$ cat config.mk
export PLATFORM = sky130hd
export DESIGN_NAME = sc_counter_top
export DESIGN_NICKNAME = d
export VERILOG_FILES = /design/src/rtl/sc_pkg.sv /design/src/rtl/sc_regs.sv /design/src/rtl/sc_accum.sv /design/src/rtl/sc_count.sv /design/src/rtl/sc_counter_top.sv
export SDC_FILE = /design/constraint.sdc
export NUM_CORES = 1
export LEC_CHECK = 0
export BUFFER_PORTS_ARGS = -buffer_cell sky130_fd_sc_hd__buf_2
export CORE_MARGIN = 5
export CORE_UTILIZATION = 52
export DETAILED_ROUTE_END_ITERATION = 12
export PLACE_DENSITY = 0.77
export SLEW_MARGIN = 20
export SYNTH_ARGS = -nofsm -noshare
export SYNTH_HDL_FRONTEND = slang
export SYNTH_SLANG_ARGS = --single-unit
$ cat constraint.sdc
create_clock -name clk -period 4.2 [get_ports clk]
set_input_delay 0.63 -clock clk [delete_from_list [all_inputs] [get_ports clk]]
set_output_delay 0.63 -clock clk [all_outputs]
set_load 0.05 [all_outputs]
$ cat src/rtl/sc_pkg.sv
package sc_pkg;
  // Register byte offsets (software-visible map)
  localparam int SC_OFF_CTRL   = 'h00;
  localparam int SC_OFF_STAT   = 'h04;
  localparam int SC_OFF_CNT_LO = 'h08;
  localparam int SC_OFF_CNT_HI = 'h0C;
  localparam int SC_OFF_SCALE  = 'h10;

  // Control bit positions
  localparam int SC_BIT_RUN   = 0;
  localparam int SC_BIT_SCALE = 2;

  typedef struct packed {
    logic run;
    logic scale_on;
  } sc_ctrl_t;
endpackage

$ cat src/rtl/sc_regs.sv
module sc_regs
  import sc_pkg::*;
#(
  parameter int DATA_W      = 32,
  parameter int ADDR_W      = 5,
  parameter int CNT_W       = 64,
  parameter int SCALE_W     = 32,
  parameter logic [SCALE_W-1:0] SCALE_RST = 32'h0100_0000
) (
  input  logic               clk,
  input  logic               rst_n,
  input  logic               wr_en_i,
  input  logic [ADDR_W-1:0]  addr_i,
  input  logic [DATA_W-1:0]  wdata_i,
  input  logic [CNT_W-1:0]   count_i,
  output sc_ctrl_t           ctrl_o,
  output logic [SCALE_W-1:0] scale_o,
  output logic               lo_wr_o,
  output logic               hi_wr_o,
  output logic               scale_load_o,
  output logic [DATA_W-1:0]  rdata_o
);
  sc_ctrl_t           ctrl_q;
  logic [SCALE_W-1:0] scale_q;
  logic               ctrl_wr;
  logic               scale_wr;

  // Address decode for the write side
  assign ctrl_wr      = wr_en_i && (addr_i == ADDR_W'(SC_OFF_CTRL));
  assign scale_wr     = wr_en_i && (addr_i == ADDR_W'(SC_OFF_SCALE));
  assign lo_wr_o      = wr_en_i && (addr_i == ADDR_W'(SC_OFF_CNT_LO));
  assign hi_wr_o      = wr_en_i && (addr_i == ADDR_W'(SC_OFF_CNT_HI));
  // The scale register only takes a new value while counting is stopped
  assign scale_load_o = scale_wr && !ctrl_q.run;

  always_ff @(posedge clk or negedge rst_n) begin
    if (!rst_n) begin
      ctrl_q  <= '0;
      scale_q <= SCALE_RST;
    end else begin
      if (ctrl_wr) begin
        ctrl_q.run      <= wdata_i[SC_BIT_RUN];
        ctrl_q.scale_on <= wdata_i[SC_BIT_SCALE];
      end
      if (scale_load_o) scale_q <= SCALE_W'(wdata_i);
    end
  end

  assign ctrl_o  = ctrl_q;
  assign scale_o = scale_q;

  // Combinational read mux
  always_comb begin
    rdata_o = '0;
    case (addr_i)
      ADDR_W'(SC_OFF_CTRL): begin
        rdata_o[SC_BIT_RUN]   = ctrl_q.run;
        rdata_o[SC_BIT_SCALE] = ctrl_q.scale_on;
      end
      ADDR_W'(SC_OFF_STAT):   rdata_o[0] = !ctrl_q.run;
      ADDR_W'(SC_OFF_CNT_LO): rdata_o = count_i[DATA_W-1:0];
      ADDR_W'(SC_OFF_CNT_HI): rdata_o = count_i[CNT_W-1:DATA_W];
      ADDR_W'(SC_OFF_SCALE):  rdata_o = DATA_W'(scale_q);
      default:                rdata_o = '0;
    endcase
  end

  // the scale register holds its value while the counter runs
  a_r8_scale_locked: assert property (@(posedge clk) disable iff (!rst_n)
    ctrl_q.run |=> $stable(scale_q));
endmodule

$ cat src/rtl/sc_accum.sv
module sc_accum #(
  parameter int SCALE_W = 32,
  parameter int FRAC_W  = 24,
  localparam int INC_W  = SCALE_W - FRAC_W + 1
) (
  input  logic               clk,
  input  logic               rst_n,
  input  logic               step_i,
  input  logic               clear_i,
  input  logic [SCALE_W-1:0] scale_i,
  output logic [INC_W-1:0]   inc_o
);
  logic [FRAC_W-1:0] frac_q;
  logic [FRAC_W-1:0] frac_nxt;

  // Integer part of (fraction + scale) is the step; the rest carries on
  function automatic logic [INC_W+FRAC_W-1:0] scaled_sum(
    input logic [FRAC_W-1:0] frac, input logic [SCALE_W-1:0] scl);
    return (INC_W+FRAC_W)'(frac) + (INC_W+FRAC_W)'(scl);
  endfunction

  always_comb begin
    logic [INC_W+FRAC_W-1:0] sum;
    sum      = scaled_sum(frac_q, scale_i);
    inc_o    = sum[INC_W+FRAC_W-1:FRAC_W];
    frac_nxt = sum[FRAC_W-1:0];
  end

  always_ff @(posedge clk or negedge rst_n) begin
    if (!rst_n)       frac_q <= '0;
    else if (clear_i) frac_q <= '0;
    else if (step_i)  frac_q <= frac_nxt;
  end

  // clearing events leave an empty fraction
  a_r7_frac_clear: assert property (@(posedge clk) disable iff (!rst_n)
    clear_i |=> (frac_q == '0));
endmodule

$ cat src/rtl/sc_count.sv
module sc_count #(
  parameter int CNT_W  = 64,
  parameter int DATA_W = 32,
  parameter int INC_W  = 9
) (
  input  logic              clk,
  input  logic              rst_n,
  input  logic              adv_i,
  input  logic [INC_W-1:0]  amt_i,
  input  logic              lo_wr_i,
  input  logic              hi_wr_i,
  input  logic [DATA_W-1:0] wdata_i,
  output logic [CNT_W-1:0]  count_o
);
  logic [CNT_W-1:0] cnt_q;

  always_ff @(posedge clk or negedge rst_n) begin
    if (!rst_n) begin
      cnt_q <= '0;
    end else if (lo_wr_i) begin
      cnt_q[DATA_W-1:0] <= wdata_i;
    end else if (hi_wr_i) begin
      cnt_q[CNT_W-1:DATA_W] <= (CNT_W-DATA_W)'(wdata_i);
    end else if (adv_i) begin
      cnt_q <= cnt_q + CNT_W'(amt_i);
    end
  end

  assign count_o = cnt_q;

  // a low-half write lands exactly as written
  a_r10_write_wins: assert property (@(posedge clk) disable iff (!rst_n)
    lo_wr_i |=> (cnt_q[DATA_W-1:0] == $past(wdata_i)));
endmodule

$ cat src/rtl/sc_counter_top.sv
module sc_counter_top
  import sc_pkg::*;
#(
  parameter int CNT_W   = 64,
  parameter int DATA_W  = 32,
  parameter int ADDR_W  = 5,
  parameter int SCALE_W = 32,
  parameter int FRAC_W  = 24
) (
  input  logic              clk,
  input  logic              rst_n,
  input  logic              tick_i,
  input  logic              wr_en_i,
  input  logic [ADDR_W-1:0] addr_i,
  input  logic [DATA_W-1:0] wdata_i,
  output logic [DATA_W-1:0] rdata_o,
  output logic [CNT_W-1:0]  count_o
);
  localparam int INC_W = SCALE_W - FRAC_W + 1;

  sc_ctrl_t           ctrl;
  logic [SCALE_W-1:0] scale;
  logic               lo_wr, hi_wr, scale_load;
  logic               cnt_wr;
  logic               advance;
  logic               frac_step;
  logic [INC_W-1:0]   scaled_inc;
  logic [INC_W-1:0]   step_amt;

  // Named internal events
  assign cnt_wr    = lo_wr || hi_wr;
  assign advance   = ctrl.run && tick_i && !cnt_wr;
  assign frac_step = advance && ctrl.scale_on;
  assign step_amt  = ctrl.scale_on ? scaled_inc : INC_W'(1);

  sc_regs #(
    .DATA_W(DATA_W), .ADDR_W(ADDR_W), .CNT_W(CNT_W),
    .SCALE_W(SCALE_W), .SCALE_RST(SCALE_W'(1) << FRAC_W)
  ) regs_i (
    .clk(clk), .rst_n(rst_n), .wr_en_i(wr_en_i), .addr_i(addr_i),
    .wdata_i(wdata_i), .count_i(count_o), .ctrl_o(ctrl), .scale_o(scale),
    .lo_wr_o(lo_wr), .hi_wr_o(hi_wr), .scale_load_o(scale_load),
    .rdata_o(rdata_o)
  );

  sc_accum #(.SCALE_W(SCALE_W), .FRAC_W(FRAC_W)) accum_i (
    .clk(clk), .rst_n(rst_n), .step_i(frac_step),
    .clear_i(cnt_wr || scale_load), .scale_i(scale), .inc_o(scaled_inc)
  );

  sc_count #(.CNT_W(CNT_W), .DATA_W(DATA_W), .INC_W(INC_W)) count_i (
    .clk(clk), .rst_n(rst_n), .adv_i(advance), .amt_i(step_amt),
    .lo_wr_i(lo_wr), .hi_wr_i(hi_wr), .wdata_i(wdata_i), .count_o(count_o)
  );

  // a stopped counter does not move unless software writes it
  a_r2_hold_when_off: assert property (@(posedge clk) disable iff (!rst_n)
    (!ctrl.run && !wr_en_i) |=> $stable(count_o));

  // unscaled ticks add exactly one
  a_r3_unit_step: assert property (@(posedge clk) disable iff (!rst_n)
    (ctrl.run && !ctrl.scale_on && tick_i && !wr_en_i)
      |=> (count_o == $past(count_o) + CNT_W'(1)));

  // a scaled tick never adds more than the integer range allows
  a_r4_step_bound: assert property (@(posedge clk) disable iff (!rst_n)
    (ctrl.run && ctrl.scale_on && tick_i && !wr_en_i)
      |=> ((count_o - $past(count_o)) < (CNT_W'(1) << INC_W)));
endmodule

==> metrics.txt <==
quantity of hold-fixing buffers added after cts 0; Root Buffer clkbuf_16; slowest cell on the critical path dfrtp_1; total routing usage reported by global routing 32.2%; residual DRC count 0; setup slack after placement -0.279 ns; CTS H-tree depth 4; CTS clk-pin slew, worst paths 0.06 ns; status finished, violations left; leakage power 0.00555 uW; data required time of the worst path 4.55 ns; highest-count cells in the layout ignoring fill and taps buf_4, nand2_1, buf_2, dfrtp_1, o21ai_0; syn_area_per_cell 8.77 um2; cell area power density 507 nW/um2; detailed placer's ending HPWL 20,600 um; I/O Pins 137; Worst path depth 19; portion of the post-synthesis area used by sequential elements 36.6%; final estimated routing congestion in global placement 0.934; arrival time worst endpoint 4.88 ns; post-route antenna net violation count 0; Routed wire per std cell 21.8 um; Antenna Cells 0; CTS Sinks 122; via density per instance 6.39; cts bufs inserted 17; number of nets produced by synthesis 1,029; period utilisation layout 108%; FFs w/ async S/R, synth 100%; Worst-Skew Late Latency 0.43 ns; DR pass1 iterations 7; most instantiated flip-flop cell in the synthesis netlist dfrtp_1; max-slew violation count 0; area delta synth->final 40.2%; wire length reported by the detailed router 31,700 um; endpoints failing hold 0; Ys Warns 0; Die Wd 137 um; class of the tightest hold or removal check input pin to async pin; count of input and output buffers 136; Least-Margin Pin Slew 0.878 ns; 1st-iter DRT viols 944; CTS tree yes; Max Root-Sink Buffers 2; critical path class register to register; most common library cell in the layout ignoring fill and taps buf_4; number of enable flip-flop cells after synthesis 0; worst path cell trace ha_4 -> buf_6 -> nand4_1 -> buf_4 -> or3_4 -> o221ai_2 -> a41o_1 -> buf_6 -> and2_4 -> mux2i_2 -> ha_1 -> nand3_1 -> nand2_2 -> o2111ai_2 -> a211oi_2 -> buf_4 -> nand3_2 -> or2_4 -> a31oi_4; distinct cell type count of the synthesized netlist 71; Max stage delay on crit path 0.42 ns; count of state elements after synthesis 122; number of global-route vias before repair 8,714; final critical-path required period 4.53 ns; overall via count from detail_route 9,282; cell count after synthesis 953; share of post-route cells with drive strength above 1 39.0%; Syn Std Cell Area 8350 um2; die area 18,700 um2; final layout net count 1,300; number of antenna violations at the first check in global routing 0; Std-Cell Core Area 15,800 um2; Max Cap Violations 0; RSZ-0062 raised after global routing true; violations in the final reports negative setup slack; category of cells accounting for the largest share of critical-path delay simple AND/OR/NAND/NOR gates; pin count of the biggest net entering global routing 64; Initial Util 52.8%; crit path max fanout 4; standard-cell row count 46; final core utilization 74.0%; count of cells along the worst register-to-register path 19; buffering stage count on the worst path with inverters included 4; global-route wire length before repair 46,800 um; total of endpoints with negative setup slack in the final report 55; relative slew slack 41.5%; Layout Skew 0.00929 ns; type of origin of the critical path register; leftover overflow at the end of global routing 0; worst vdd ir 0.000376 V; Vert. Die Dim 137 um; min setup slack post-route -0.333 ns; maximum operating frequency 221 MHz; element type at the critical path end register
stage by stage:
stage	TNS [ns]	area [um2]	cells	hold WS (ns)	total power, uW
4_1_cts	-0.0860	11100	1443	0.348	5670
3_5_place_dp	-5.86	9990	1370	0.477	4050
2_1_floorplan	0	8370	953	0.334	3190
5_1_grt	-17.38	11700	1453	0.395	6180
3_3_place_gp	-2.40	9990	1370	0.470	4010
6_report	-9.75	11700	1453	0.326	5940
final timing paths:
path / startpoint / slack, ns / to
min in group clk: wdata_i[25] / 0.44 / count_i.count_o[57]
max in group asynchronous: rst_n / 2.99 / regs_i.scale_o[24]
max: accum_i.frac_q[9] / -0.33 / count_i.count_o[50]
min reg2reg: accum_i.frac_q[15] / 0.49 / accum_i.frac_q[15]
min: rst_n / 0.33 / regs_i.scale_o[8]
max reg2reg: accum_i.frac_q[9] / -0.33 / count_i.count_o[50]
synth_stat cells (21+ instances only):
| cell type | number | area [um2] |
|---|---|---|
| nand2_1 | 157 | 589 |
| dfrtp_1 | 121 | 3030 |
| o21ai_0 | 105 | 526 |
| a21oi_1 | 51 | 255 |
| nand3_1 | 47 | 235 |
| xor2_1 | 43 | 377 |
| mux2i_1 | 38 | 380 |
| nor2_1 | 36 | 135 |
| mux2_2 | 34 | 383 |
| ha_1 | 33 | 413 |
| clkbuf_1 | 30 | 113 |
| nand4_1 | 21 | 131 |
what timing repair did:
action,CTS,global route
setup endpoints to repair,53,61
setup buffers,42,21
resized for setup,39,140
gates cloned,0,0
pin swaps,20,75
layout make-up:
cell class / instances / area [um2]
inverters: 12 / 45.0
flip-flops and latches: 122 / 3050
repair buffers: 299 / 1990
multi-input cells: 772 / 5790
well taps: 216 / 270
clock inverters: 7 / 93.8
clock buffers: 25 / 475
fillers: 1058 / 4110
routing by layer:
| metal | global-route usage (%) | vias up | part of all wire (%) |
|---|---|---|---|
| met2 | 52.3 | 652 | 47 |
| met4 | 14.1 | 0 | 5.3 |
| met1 | 41.6 | 4448 | 38 |
| met5 | 0 | - | 0 |
| met3 | 6.73 | 155 | 9.9 |
| li1 | - | 4027 | - |
state kept, by name, summed over array words and instances (netlist names):
| register | cells |
|---|---|
| regs_i.scale_o | 32 |
| accum_i.frac_q | 24 |
| regs_i.ctrl_o | 2 |
| count_i.count_o | 64 |
worst reg2reg max path: stages (launching register included):
cell and delay, ns:
dfrtp_1 0.42, ha_4 0.30, buf_6 0.09, nand4_1 0.18, buf_4 0.21, or3_4 0.32
o221ai_2 0.20, a41o_1 0.35, buf_6 0.15, and2_4 0.15, mux2i_2 0.25, ha_1 0.23
nand3_1 0.17, nand2_2 0.22, o2111ai_2 0.16, a211oi_2 0.38, buf_4 0.20, nand3_2 0.08
or2_4 0.25, a31oi_4 0.15
logic make-up after synthesis:
logic type,count (synthesis),synth area share (%)
AO/OA/AOI/OAI,258,19.4
multiplexers,72,9.14
AND/OR/NAND/NOR,349,20.5
flip-flops,122,36.6
buffers and inverters,59,2.94
XOR/XNOR,58,6.08
adder cells (fa/ha/maj),35,5.42
power by group:
group	switching, uW	total [uW]	internal (uW)
registers	422	1870	1440
clock network	559	1460	904
logic	1540	2610	1070
total	2520	5940	3420
(Power assumes the default switching activity.)
